===== src/rtl/xflow_pkg.sv =====
package xflow_pkg;

  typedef enum logic [2:0] {
    XC_NOP       = 3'd0,
    XC_SEND_XON  = 3'd1,
    XC_SEND_XOFF = 3'd2,
    XC_HOLD      = 3'd3,
    XC_RESUME    = 3'd4,
    XC_KILL      = 3'd5,
    XC_CLR_IRQ   = 3'd6
  } xcmd_e;

  typedef enum logic [1:0] {
    HP_NONE = 2'd0,
    HP_XON  = 2'd1,
    HP_XOFF = 2'd2
  } hpend_e;

endpackage


===== src/rtl/xflow_match.sv =====
module xflow_match #(
  parameter int DATA_W = 8,
  parameter int ERR_W  = 3
) (
  input  logic              clk,
  input  logic              rst_n,
  input  logic              rx_valid,
  input  logic [DATA_W-1:0] rx_data,
  input  logic [ERR_W-1:0]  rx_err,
  input  logic              rx_fifo_full,
  input  logic              cfg_transparent,
  input  logic [DATA_W-1:0] xon_char,
  input  logic [DATA_W-1:0] xoff_char,
  input  logic              clr_irq,
  output logic              rx_push,
  output logic [DATA_W-1:0] rx_push_data,
  output logic [ERR_W-1:0]  rx_push_err,
  output logic              hit_xon,
  output logic              hit_xoff,
  output logic              irq_pend,
  output logic              last_xoff
);

  logic accept;
  logic is_xon, is_xoff;
  logic pend_q, pend_d;
  logic kind_q, kind_d;
  logic kind_en;

  // Comparators look at data only; error bits never veto recognition.
  assign accept   = rx_valid && !rx_fifo_full;
  assign is_xon   = (rx_data == xon_char);
  assign is_xoff  = (rx_data == xoff_char);
  assign hit_xon  = accept && is_xon;
  assign hit_xoff = accept && is_xoff;

  assign rx_push      = accept && !(cfg_transparent && (is_xon || is_xoff));
  assign rx_push_data = rx_data;
  assign rx_push_err  = rx_err;

  always_comb begin
    pend_d  = pend_q;
    kind_en = hit_xon || hit_xoff;
    kind_d  = hit_xoff;
    if (hit_xon || hit_xoff) pend_d = 1'b1;
    else if (clr_irq)        pend_d = 1'b0;
  end

  always_ff @(posedge clk or negedge rst_n) begin
    if (!rst_n) begin
      pend_q <= 1'b0;
      kind_q <= 1'b0;
    end else begin
      pend_q <= pend_d;
      if (kind_en) kind_q <= kind_d;
    end
  end

  assign irq_pend  = pend_q;
  assign last_xoff = kind_q;

  p_overrun_ignored_r3: assert property (@(posedge clk) disable iff (!rst_n)
    (rx_valid && rx_fifo_full && !clr_irq) |=> (irq_pend == $past(irq_pend)));

  p_transparent_drop_r4: assert property (@(posedge clk) disable iff (!rst_n)
    (cfg_transparent && (hit_xon || hit_xoff)) |-> !rx_push);

  p_recog_sets_irq_r11: assert property (@(posedge clk) disable iff (!rst_n)
    (hit_xon || hit_xoff) |=> irq_pend);

endmodule


===== src/rtl/xflow_gate.sv =====
module xflow_gate (
  input  logic clk,
  input  logic rst_n,
  input  logic auto_tx,
  input  logic hit_xon,
  input  logic hit_xoff,
  input  logic cmd_hold,
  input  logic cmd_resume,
  output logic tx_gate
);

  logic hold_q, hold_d;

  always_comb begin
    hold_d = hold_q;
    if (auto_tx) begin
      if (hit_xoff)     hold_d = 1'b1;
      else if (hit_xon) hold_d = 1'b0;
    end else begin
      if (cmd_hold)        hold_d = 1'b1;
      else if (cmd_resume) hold_d = 1'b0;
    end
  end

  always_ff @(posedge clk or negedge rst_n) begin
    if (!rst_n) hold_q <= 1'b0;
    else        hold_q <= hold_d;
  end

  assign tx_gate = !hold_q;

  p_xoff_holds_r2: assert property (@(posedge clk) disable iff (!rst_n)
    (auto_tx && hit_xoff) |=> !tx_gate);

  p_xon_frees_r2: assert property (@(posedge clk) disable iff (!rst_n)
    (auto_tx && hit_xon && !hit_xoff) |=> tx_gate);

  p_host_hold_sticky_r9: assert property (@(posedge clk) disable iff (!rst_n)
    (!auto_tx && !tx_gate && !cmd_resume) |=> !tx_gate);

endmodule


===== src/rtl/xflow_inject.sv =====
module xflow_inject
  import xflow_pkg::*;
#(
  parameter int DATA_W  = 8,
  parameter int LVL_W   = 5,
  parameter int HI_MARK = 12,
  parameter int LO_MARK = 8
) (
  input  logic              clk,
  input  logic              rst_n,
  input  logic              auto_rx,
  input  logic              host_mode,
  input  logic [LVL_W-1:0]  rx_level,
  input  logic [DATA_W-1:0] xon_char,
  input  logic [DATA_W-1:0] xoff_char,
  input  logic              cmd_send_xon,
  input  logic              cmd_send_xoff,
  input  logic              cmd_kill,
  input  logic              inj_ack,
  output logic              inj_req,
  output logic [DATA_W-1:0] inj_char,
  output logic              xoff_out
);

  localparam logic [LVL_W-1:0] HI_L = LVL_W'(HI_MARK);
  localparam logic [LVL_W-1:0] LO_L = LVL_W'(LO_MARK);

  logic   out_q, out_d;
  hpend_e pend_q, pend_d;
  logic   auto_xoff, auto_xon, host_req, pick_xoff, loaded;

  // Level-driven requests are combinational so a vanished condition withdraws them.
  assign auto_xoff = auto_rx && !out_q && (rx_level > HI_L);
  assign auto_xon  = auto_rx &&  out_q && (rx_level < LO_L);
  assign host_req  = (pend_q != HP_NONE);

  assign inj_req   = auto_rx ? (auto_xoff || auto_xon) : host_req;
  assign pick_xoff = auto_rx ? auto_xoff : (pend_q == HP_XOFF);
  assign inj_char  = pick_xoff ? xoff_char : xon_char;
  assign loaded    = inj_req && inj_ack;

  always_comb begin
    out_d = out_q;
    if (!auto_rx)                 out_d = 1'b0;
    else if (loaded && auto_xoff) out_d = 1'b1;
    else if (loaded && auto_xon)  out_d = 1'b0;
  end

  always_comb begin
    pend_d = pend_q;
    if (!host_mode)         pend_d = HP_NONE;
    else if (cmd_send_xon)  pend_d = HP_XON;
    else if (cmd_send_xoff) pend_d = HP_XOFF;
    else if (cmd_kill)      pend_d = HP_NONE;
    else if (loaded)        pend_d = HP_NONE;
  end

  always_ff @(posedge clk or negedge rst_n) begin
    if (!rst_n) begin
      out_q  <= 1'b0;
      pend_q <= HP_NONE;
    end else begin
      out_q  <= out_d;
      pend_q <= pend_d;
    end
  end

  assign xoff_out = out_q;

  p_xoff_ack_sets_r8: assert property (@(posedge clk) disable iff (!rst_n)
    (auto_xoff && inj_ack) |=> xoff_out);

  p_xon_ack_clears_r8: assert property (@(posedge clk) disable iff (!rst_n)
    (auto_xon && inj_ack) |=> !xoff_out);

  p_auto_off_clears_r12: assert property (@(posedge clk) disable iff (!rst_n)
    !auto_rx |=> !xoff_out || auto_rx);

  p_kill_cancels_r10: assert property (@(posedge clk) disable iff (!rst_n)
    (host_mode && cmd_kill && !auto_rx) |=> !(auto_rx) |-> !inj_req);

endmodule


===== src/rtl/xflow_ctrl.sv =====
module xflow_ctrl
  import xflow_pkg::*;
#(
  parameter int DATA_W  = 8,
  parameter int ERR_W   = 3,
  parameter int LVL_W   = 5,
  parameter int HI_MARK = 12,
  parameter int LO_MARK = 8
) (
  input  logic              clk,
  input  logic              rst_n,
  input  logic              cfg_auto_tx,
  input  logic              cfg_auto_rx,
  input  logic              cfg_transparent,
  input  logic              cfg_irq_en,
  input  logic [DATA_W-1:0] cfg_xon_char,
  input  logic [DATA_W-1:0] cfg_xoff_char,
  input  logic              rx_valid,
  input  logic [DATA_W-1:0] rx_data,
  input  logic [ERR_W-1:0]  rx_err,
  input  logic              rx_fifo_full,
  input  logic [LVL_W-1:0]  rx_level,
  output logic              rx_push,
  output logic [DATA_W-1:0] rx_push_data,
  output logic [ERR_W-1:0]  rx_push_err,
  input  logic              cmd_valid,
  input  logic [2:0]        cmd_code,
  output logic              tx_gate,
  output logic              inj_req,
  output logic [DATA_W-1:0] inj_char,
  input  logic              inj_ack,
  output logic              irq,
  output logic              stat_last_xoff,
  output logic              stat_xoff_out
);

  xcmd_e cmd;
  logic  host_mode;
  logic  c_send_xon, c_send_xoff, c_hold, c_resume, c_kill, c_clr;
  logic  hit_xon, hit_xoff, irq_pend;

  assign cmd       = xcmd_e'(cmd_code);
  assign host_mode = !cfg_auto_tx && !cfg_auto_rx;

  // Flow commands act only in host mode; clearing the interrupt works always.
  assign c_send_xon  = cmd_valid && host_mode && (cmd == XC_SEND_XON);
  assign c_send_xoff = cmd_valid && host_mode && (cmd == XC_SEND_XOFF);
  assign c_hold      = cmd_valid && host_mode && (cmd == XC_HOLD);
  assign c_resume    = cmd_valid && host_mode && (cmd == XC_RESUME);
  assign c_kill      = cmd_valid && host_mode && (cmd == XC_KILL);
  assign c_clr       = cmd_valid && (cmd == XC_CLR_IRQ);

  xflow_match #(.DATA_W(DATA_W), .ERR_W(ERR_W)) u_match (
    .clk             (clk),
    .rst_n           (rst_n),
    .rx_valid        (rx_valid),
    .rx_data         (rx_data),
    .rx_err          (rx_err),
    .rx_fifo_full    (rx_fifo_full),
    .cfg_transparent (cfg_transparent),
    .xon_char        (cfg_xon_char),
    .xoff_char       (cfg_xoff_char),
    .clr_irq         (c_clr),
    .rx_push         (rx_push),
    .rx_push_data    (rx_push_data),
    .rx_push_err     (rx_push_err),
    .hit_xon         (hit_xon),
    .hit_xoff        (hit_xoff),
    .irq_pend        (irq_pend),
    .last_xoff       (stat_last_xoff)
  );

  xflow_gate u_gate (
    .clk        (clk),
    .rst_n      (rst_n),
    .auto_tx    (cfg_auto_tx),
    .hit_xon    (hit_xon),
    .hit_xoff   (hit_xoff),
    .cmd_hold   (c_hold),
    .cmd_resume (c_resume),
    .tx_gate    (tx_gate)
  );

  xflow_inject #(
    .DATA_W  (DATA_W),
    .LVL_W   (LVL_W),
    .HI_MARK (HI_MARK),
    .LO_MARK (LO_MARK)
  ) u_inject (
    .clk           (clk),
    .rst_n         (rst_n),
    .auto_rx       (cfg_auto_rx),
    .host_mode     (host_mode),
    .rx_level      (rx_level),
    .xon_char      (cfg_xon_char),
    .xoff_char     (cfg_xoff_char),
    .cmd_send_xon  (c_send_xon),
    .cmd_send_xoff (c_send_xoff),
    .cmd_kill      (c_kill),
    .inj_ack       (inj_ack),
    .inj_req       (inj_req),
    .inj_char      (inj_char),
    .xoff_out      (stat_xoff_out)
  );

  assign irq = irq_pend && cfg_irq_en;

  p_irq_masked_r11: assert property (@(posedge clk) disable iff (!rst_n)
    !cfg_irq_en |-> !irq);

  p_full_no_push_r3: assert property (@(posedge clk) disable iff (!rst_n)
    (rx_valid && rx_fifo_full) |=> (tx_gate == $past(tx_gate)));

endmodule


===== config.mk =====
export PLATFORM = sky130hd
export DESIGN_NAME = xflow_ctrl
export DESIGN_NICKNAME = d
export VERILOG_FILES = /design/src/rtl/xflow_pkg.sv /design/src/rtl/xflow_match.sv /design/src/rtl/xflow_gate.sv /design/src/rtl/xflow_inject.sv /design/src/rtl/xflow_ctrl.sv
export SDC_FILE = /design/constraint.sdc
export NUM_CORES = 1
export LEC_CHECK = 0
export CORE_ASPECT_RATIO = 0.8
export CORE_MARGIN = 2
export CORE_UTILIZATION = 32
export DETAILED_ROUTE_END_ITERATION = 6
export PLACE_DENSITY = 0.84
export SLEW_MARGIN = 20
export SYNTH_ARGS = -nofsm -noshare
export SYNTH_HDL_FRONTEND = slang
export SYNTH_SLANG_ARGS = --single-unit

===== constraint.sdc =====
create_clock -name clk -period 2.8 [get_ports clk]
set_clock_uncertainty 0.1 [all_clocks]
set_input_delay 0.56 -clock clk [delete_from_list [all_inputs] [get_ports clk]]
set_output_delay 0.56 -clock clk [all_outputs]
set_load 0.02 [all_outputs]

==> flow_metrics.env, run 1 <==
export IMPL_layout_drive_gt1_share_pct=25.5
export IMPL_rows=15
export IMPL_preCtsSetupSlack_ns=-0.554
export IMPL_syn_inst=85
export IMPL_detailedRoute_firstIterationViolations=21
export IMPL_cts_sink_count=6
export IMPL_maximum_number_of_pins_on_one_net_before_global_route_repair=7
export IMPL_swShare_pct=32.8
export IMPL_dr_total_vias=889
export IMPL_max_clock_path_buffers=2
export IMPL_cp_end_kind="primary output"
export IMPL_setup_viol=0
export IMPL_critPathRequiredTime_ns=2.14
export IMPL_number_of_levels_the_h_tree_was_split_into=1
export IMPL_post_dp_hpwl_mm=2.13
export IMPL_syn_nets=130
export IMPL_synth_top_area_share_pct=20.1
export IMPL_synth_seq_cells=6
export IMPL_antenna_found_initial=0
export IMPL_avgSynthCellArea_um2=8.77
export IMPL_cellInternalPower_uw=275
export IMPL_start_util_pct=34.3
export IMPL_routed_via_density=4.99
export IMPL_n_antenna_cell=0
export IMPL_min_delay_path_class="reg2reg"
export IMPL_synthTopCellsByArea="dfrtp_1 20%, xor2_1 19%, mux2_2 12%, buf_4 11%, a22o_1 3.5%"
export IMPL_synth_sequential_area_ratio_pct=20.1
export IMPL_worst_path_max_fanout=4
export IMPL_p_comb_share_pct=56.6
export IMPL_routabilityCongestion=0.795
export IMPL_switching_power_uw=134
export IMPL_first_global_vias=901
export IMPL_worst_setup_hold_path_clk_slew_ns=0.05
export IMPL_detail_route_wirelength_mm=2.66
export IMPL_grt_use_total_pct=20.0
export IMPL_die_footprint_um2=2730
export IMPL_cap_violations=0
export IMPL_root_buffer="clkbuf_4"
export IMPL_flow_area_growth_from_synthesis_pct=100
export IMPL_postLayoutCellArea_um2=1490
export IMPL_routed_wl_per_cell_um=14.9
export IMPL_drt_first_pass_iters=4
export IMPL_cts_buffers=3
export IMPL_share_seq_of_total_power_pct=23.2
export IMPL_design_portCount=70
export IMPL_route_layer_met1_wl_mm=1.06
export IMPL_grt_first_pass_wirelength_mm=4.06
export IMPL_timing_final_crit_period_ns=2.75
export IMPL_power_per_cell_area_nw_per_um2=274
export IMPL_hold_viol=0
export IMPL_floorplan_core_area_um2=2180
export IMPL_stdcell_count=178
export IMPL_die_width_um=58.0
export IMPL_netlist_cell_type_count=25
export IMPL_yosys_warnings=0
export IMPL_fin_hold_ws_ns=0.393
export IMPL_power_share_clock_pct=20.2
export IMPL_period_share_pct=98.3
export IMPL_ir_worst_vdd_v=0.000214
export IMPL_p_leak_nw=0.700
export IMPL_maxClockFrequency_mhz=363
export IMPL_timing_max_transition_violations_final=0
export IMPL_finalNetCount=200
export IMPL_cts_hold_buffers=0
export IMPL_drc=0
export IMPL_tritoncts_clock_tree="yes"
export IMPL_synth_area_leader_cell="dfrtp_1"
export IMPL_layout_commonest_cell="clkdlybuf4s50_1"
export IMPL_cp_arrival_ns=2.09
export IMPL_post_dp_cell_area_um2=1360
export IMPL_power_uw=409
export IMPL_routed_top_layer="met3"
export IMPL_met3_length_um=150
export IMPL_routed_wl_met2_mm=1.45
export IMPL_clkLatencyLatePin_ns=0.25
export IMPL_antenna_left=0
export IMPL_tightestPinTransition_ns=0.288
export IMPL_rsz0062_at_grt="no"
export IMPL_worstSetupStartpointType="input port"
export IMPL_syn_cell_area_um2=746
export IMPL_place_detailed_instances=167
export IMPL_port_buffers=63
export IMPL_worst_slew_margin_relative_to_its_limit_pct=80.7
export IMPL_fin_ws_ns=0.0485
export IMPL_dieHeight_um=47.2
export IMPL_path_class="in2out"
export IMPL_layout_cells_most_common_list="47 x clkdlybuf4s50_1, 16 x xor2_1, 11 x buf_6, 7 x buf_4, 6 x dfrtp_1"
export IMPL_outcome="completed"
export IMPL_grt_ovfl_total=0
-- per-stage QoR --
| step | setup TNS (ns) | util, % |
|---|---|---|
| after floorplan | 0 | - |
| after global placement | -4.04 | 62.6 |
| after detailed placement | -4.56 | 62.6 |
| after CTS | -0.0534 | 66.8 |
| after global routing | 0 | 68.6 |
| final | 0 | 68.6 |
-- critical path: stages --
cell and delay (ns):
dlygate4sd2_1 0.24, o211a_1 0.16, nor2_4 0.13, nor2_4 0.05
a22oi_4 0.26, mux2_2 0.36, dlygate4sd2_1 0.32
-- repair_timing --
action	CTS	global route
resized for setup	51	15
setup endpoints to repair	10	9
pin swaps	4	6
buffers inserted	7	1
-- cell type report --
class                      instances  area (um^2)
tap                               25         31.3
timing repair buffer              76          741
fill                             177          684
inverter                           2         7.51
sequential                         6          150
clock buffer                       3         22.5
multi-input combinational         66          541
-- worst paths after layout --
path | start | end | slack (ns) | depth (start not counted)
worst max register to register | u_inject.xoff_out | u_inject.xoff_out | 1.57 | 3
worst min register to register | u_match.irq_pend | u_match.irq_pend | 0.39 | 1
max in group asynchronous | rst_n | u_match.irq_pend | 1.92 | 1
min in group asynchronous | rst_n | u_inject.xoff_out | 0.46 | 1
worst min-delay path | u_match.irq_pend | u_match.irq_pend | 0.39 | 1
worst max-delay path | rx_level[3] | inj_char[7] | 0.05 | 7
-- state kept, by name, summed over array words and instances, names as in the netlist --
register and count:
u_gate.hold_q 1, u_inject.xoff_out 1, u_inject.pend_q 2, u_match.last_xoff 1, u_match.irq_pend 1
-- synthesized netlist by cell type (all sizes together) --
master / n
o32ai: 1
buf: 11
o21ai: 4
nand2: 5
o22a: 1
a21oi: 3
nor2b: 4
o31a: 1
o211a: 1
xor2: 16
inv: 2
dfrtp: 6
nand3: 1
and3: 1
a22o: 3
o221a: 1
nand2b: 2
mux2: 8
o221ai: 1
nor4: 4
a22oi: 1
and2: 1
nand4b: 1
nor2: 6
-- routing by layer --
layer  vias to the layer above  global-route usage (%)
met3                         0                    5.79
met1                       421                    21.1
li1                        434                       -
met4                         0                    1.40
met2                        34                    41.6
met5                         -                       0
-- power groups by stage --
| stage | Clock [mW] | Combinational, mW | Sequential (mW) |
|---|---|---|---|
| 3_5_place_dp | 0 | 0.210 | 0.0959 |
| 3_3_place_gp | 0 | 0.204 | 0.0956 |
| 6_report | 0.0825 | 0.232 | 0.0951 |
| 4_1_cts | 0.0859 | 0.224 | 0.0946 |
| 5_1_grt | 0.0914 | 0.246 | 0.0954 |
| 2_1_floorplan | 0 | 0.0949 | 0.0979 |
-- kinds of logic after synthesis --
logic type / after synthesis / synth area share (%)
xor gates and xnor gates: 16 / 18.8
muxes: 8 / 12.1
and+or+nand+nor: 25 / 18.1
AOI/OAI and AO/OA: 17 / 18.8
DFF: 6 / 20.1
buffers and inverters: 13 / 12.1
No activity file was read; power rests on OpenSTA's default activity.
==> inputs of run 2 (changes only) <==
- SLEW_MARGIN: 20 -> 30
==> results of run 2 <==
No change in the layout: final DEF, timing and power equal those of run 1.
==> inputs of run 3 (changes only) <==
- TNS_END_PERCENT: not set -> 5
==> run 3 against run 2 <==
Against the previous run:
- worst hold slack is essentially flat
- sequential cell count stayed put
- combinational power is essentially flat
- sequential share of layout area about the same
- die area is the same
- non-clock buffer count down 2
- final cell count decreased by 1.1%
- clock power barely moved
- routed wire length increased by 1.3%
- register-to-register slack gained 0.04 ns
- first-iteration DRC count grew 9.5%
- sequential power shrank 0.5%
==> flow_metrics.env, run 3 (synthesis gave the netlist of run 1 again) <==
export IMPL_outcome="completed"
export IMPL_worst_path_max_fanout=6
export IMPL_antenna_left=0
export IMPL_power_uw=410
export IMPL_tightestPinTransition_ns=0.314
export IMPL_die_width_um=58.0
export IMPL_grt_use_total_pct=19.4
export IMPL_max_clock_path_buffers=2
export IMPL_largest_register_ff_count=2
export IMPL_port_buffers=63
export IMPL_maxClockFrequency_mhz=363
export IMPL_path_class="in2out"
export IMPL_layout_commonest_cell="clkdlybuf4s50_1"
export IMPL_clkLatencyLatePin_ns=0.25
export IMPL_routed_via_density=5.00
export IMPL_maximum_number_of_pins_on_one_net_before_global_route_repair=7
export IMPL_p_leak_nw=0.723
export IMPL_crit_path_largest_cell_delay_ns=0.56
export IMPL_worstPathBufferInverterCount=3
export IMPL_finalNetCount=198
export IMPL_area_sequential_um2=150
export IMPL_rows=15
export IMPL_die_footprint_um2=2730
export IMPL_timing_max_transition_violations_final=0
export IMPL_routabilityCongestion=0.795
export IMPL_dr_total_vias=880
export IMPL_timing_final_crit_period_ns=2.76
export IMPL_ir_worst_vdd_v=0.000214
export IMPL_setup_viol=0
export IMPL_cp_end_kind="primary output"
export IMPL_stdcell_count=176
export IMPL_drc=0
export IMPL_start_util_pct=34.3
export IMPL_flow_area_growth_from_synthesis_pct=100
export IMPL_crit_path_max_delay_cell_type="clkdlybuf4s50_1"
export IMPL_cell_family_with_the_largest_share_of_critical_path_delay="buffers and inverters"
export IMPL_routed_wl_per_cell_um=15.3
export IMPL_number_of_levels_the_h_tree_was_split_into=1
export IMPL_grt_ovfl_total=0
export IMPL_cts_buffers=3
export IMPL_preCtsSetupSlack_ns=-0.554
export IMPL_fin_ws_ns=0.0426
export IMPL_worst_path_most_repeated_cell="buf_6"
export IMPL_tritoncts_clock_tree="yes"
export IMPL_floorplan_core_area_um2=2180
export IMPL_detailedRoute_firstIterationViolations=23
export IMPL_layout_drive_gt1_share_pct=24.5
export IMPL_n_antenna_cell=0
export IMPL_period_share_pct=98.5
export IMPL_root_buffer="clkbuf_4"
export IMPL_fillerInstances=177
export IMPL_layout_cells_most_common_list="47 x clkdlybuf4s50_1, 16 x xor2_1, 12 x buf_6, 7 x mux2_4"
export IMPL_regMostFlops="u_inject.pend_q"
export IMPL_worst_slew_margin_relative_to_its_limit_pct=79.0
export IMPL_worstSetupStartpointType="input port"
export IMPL_cap_violations=0
export IMPL_grt_first_pass_wirelength_mm=3.91
export IMPL_worst_setup_hold_path_clk_slew_ns=0.05
export IMPL_cts_sink_count=6
export IMPL_area_occupied_by_multi_input_gates_um2=538
export IMPL_drt_first_pass_iters=4
export IMPL_detail_route_wirelength_mm=2.69
export IMPL_min_delay_path_class="reg2reg"
export IMPL_design_portCount=70
export IMPL_critPathRequiredTime_ns=2.14
export IMPL_fin_hold_ws_ns=0.393
export IMPL_hold_viol=0
export IMPL_power_per_cell_area_nw_per_um2=274
export IMPL_cp_arrival_ns=2.10
export IMPL_first_global_vias=873
export IMPL_post_dp_hpwl_mm=2.13
export IMPL_place_detailed_instances=167
export IMPL_antenna_found_initial=0
export IMPL_dieHeight_um=47.2
export IMPL_crit_path_cell_trace="clkdlybuf4s50_1 -> nor2_1 -> a22oi_4 -> buf_6 -> mux2_4 -> buf_6"
export IMPL_final_setup_tns_ns=0
-- run 3: path summary, 6_finish.rpt --
path	start	end	slack (ns)	cells past startpoint
worst max-delay path	cfg_auto_rx	inj_char[5]	0.04	6
worst min-delay path	u_match.irq_pend	u_match.irq_pend	0.39	1
worst max register to register	u_inject.xoff_out	u_inject.xoff_out	1.61	3
min in group asynchronous	rst_n	u_inject.xoff_out	0.46	1
max in group asynchronous	rst_n	u_match.irq_pend	1.92	1
worst min register to register	u_match.irq_pend	u_match.irq_pend	0.39	1
-- run 3: cell type report --
| class | count | share of cell area [%] |
|---|---|---|
| clock buffer | 3 | 1.51 |
| inverter | 2 | 0.503 |
| multi-input combinational | 66 | 36.0 |
| sequential | 6 | 10.1 |
| tap | 25 | 2.09 |
| timing repair buffer | 74 | 49.8 |
-- run 3: repair_timing --
item / CTS / global route
pin swaps: 1 / 6
setup endpoints to repair: 10 / 9
hold buffers: 0 / 0
resized for setup: 38 / 31
buffers inserted: 4 / 2
-- run 3: routing by layer --
metal / track usage, % / share of wire (%)
met1: 20.7 / 41
met2: 39.3 / 53
met3: 6.06 / 5.7
met4: 2.79 / 0.59
met5: 0 / 0
-- run 3: worst register-to-register path: stages (launching register included) --
cell and delay (ns):
dfrtp_1 0.44, nand2b_1 0.10, o22a_2 0.20, o221a_2 0.23
-- run 3: metrics by stage --
| stage | utilization, % | instance area [um^2] |
|---|---|---|
| CTS | 64.3 | 1400 |
| floorplan | - | 746 |
| finish | 68.6 | 1490 |
| global placement | 62.6 | 1360 |
| global route | 68.6 | 1490 |
| detailed placement | 62.6 | 1360 |
-- run 3: power by group --
part           internal (mW)  switching (mW)  leakage, nW
registers             0.0908         0.00384       0.0824
clock network         0.0487          0.0338       0.0138
logic                  0.136          0.0965        0.627
total                  0.276           0.134        0.723
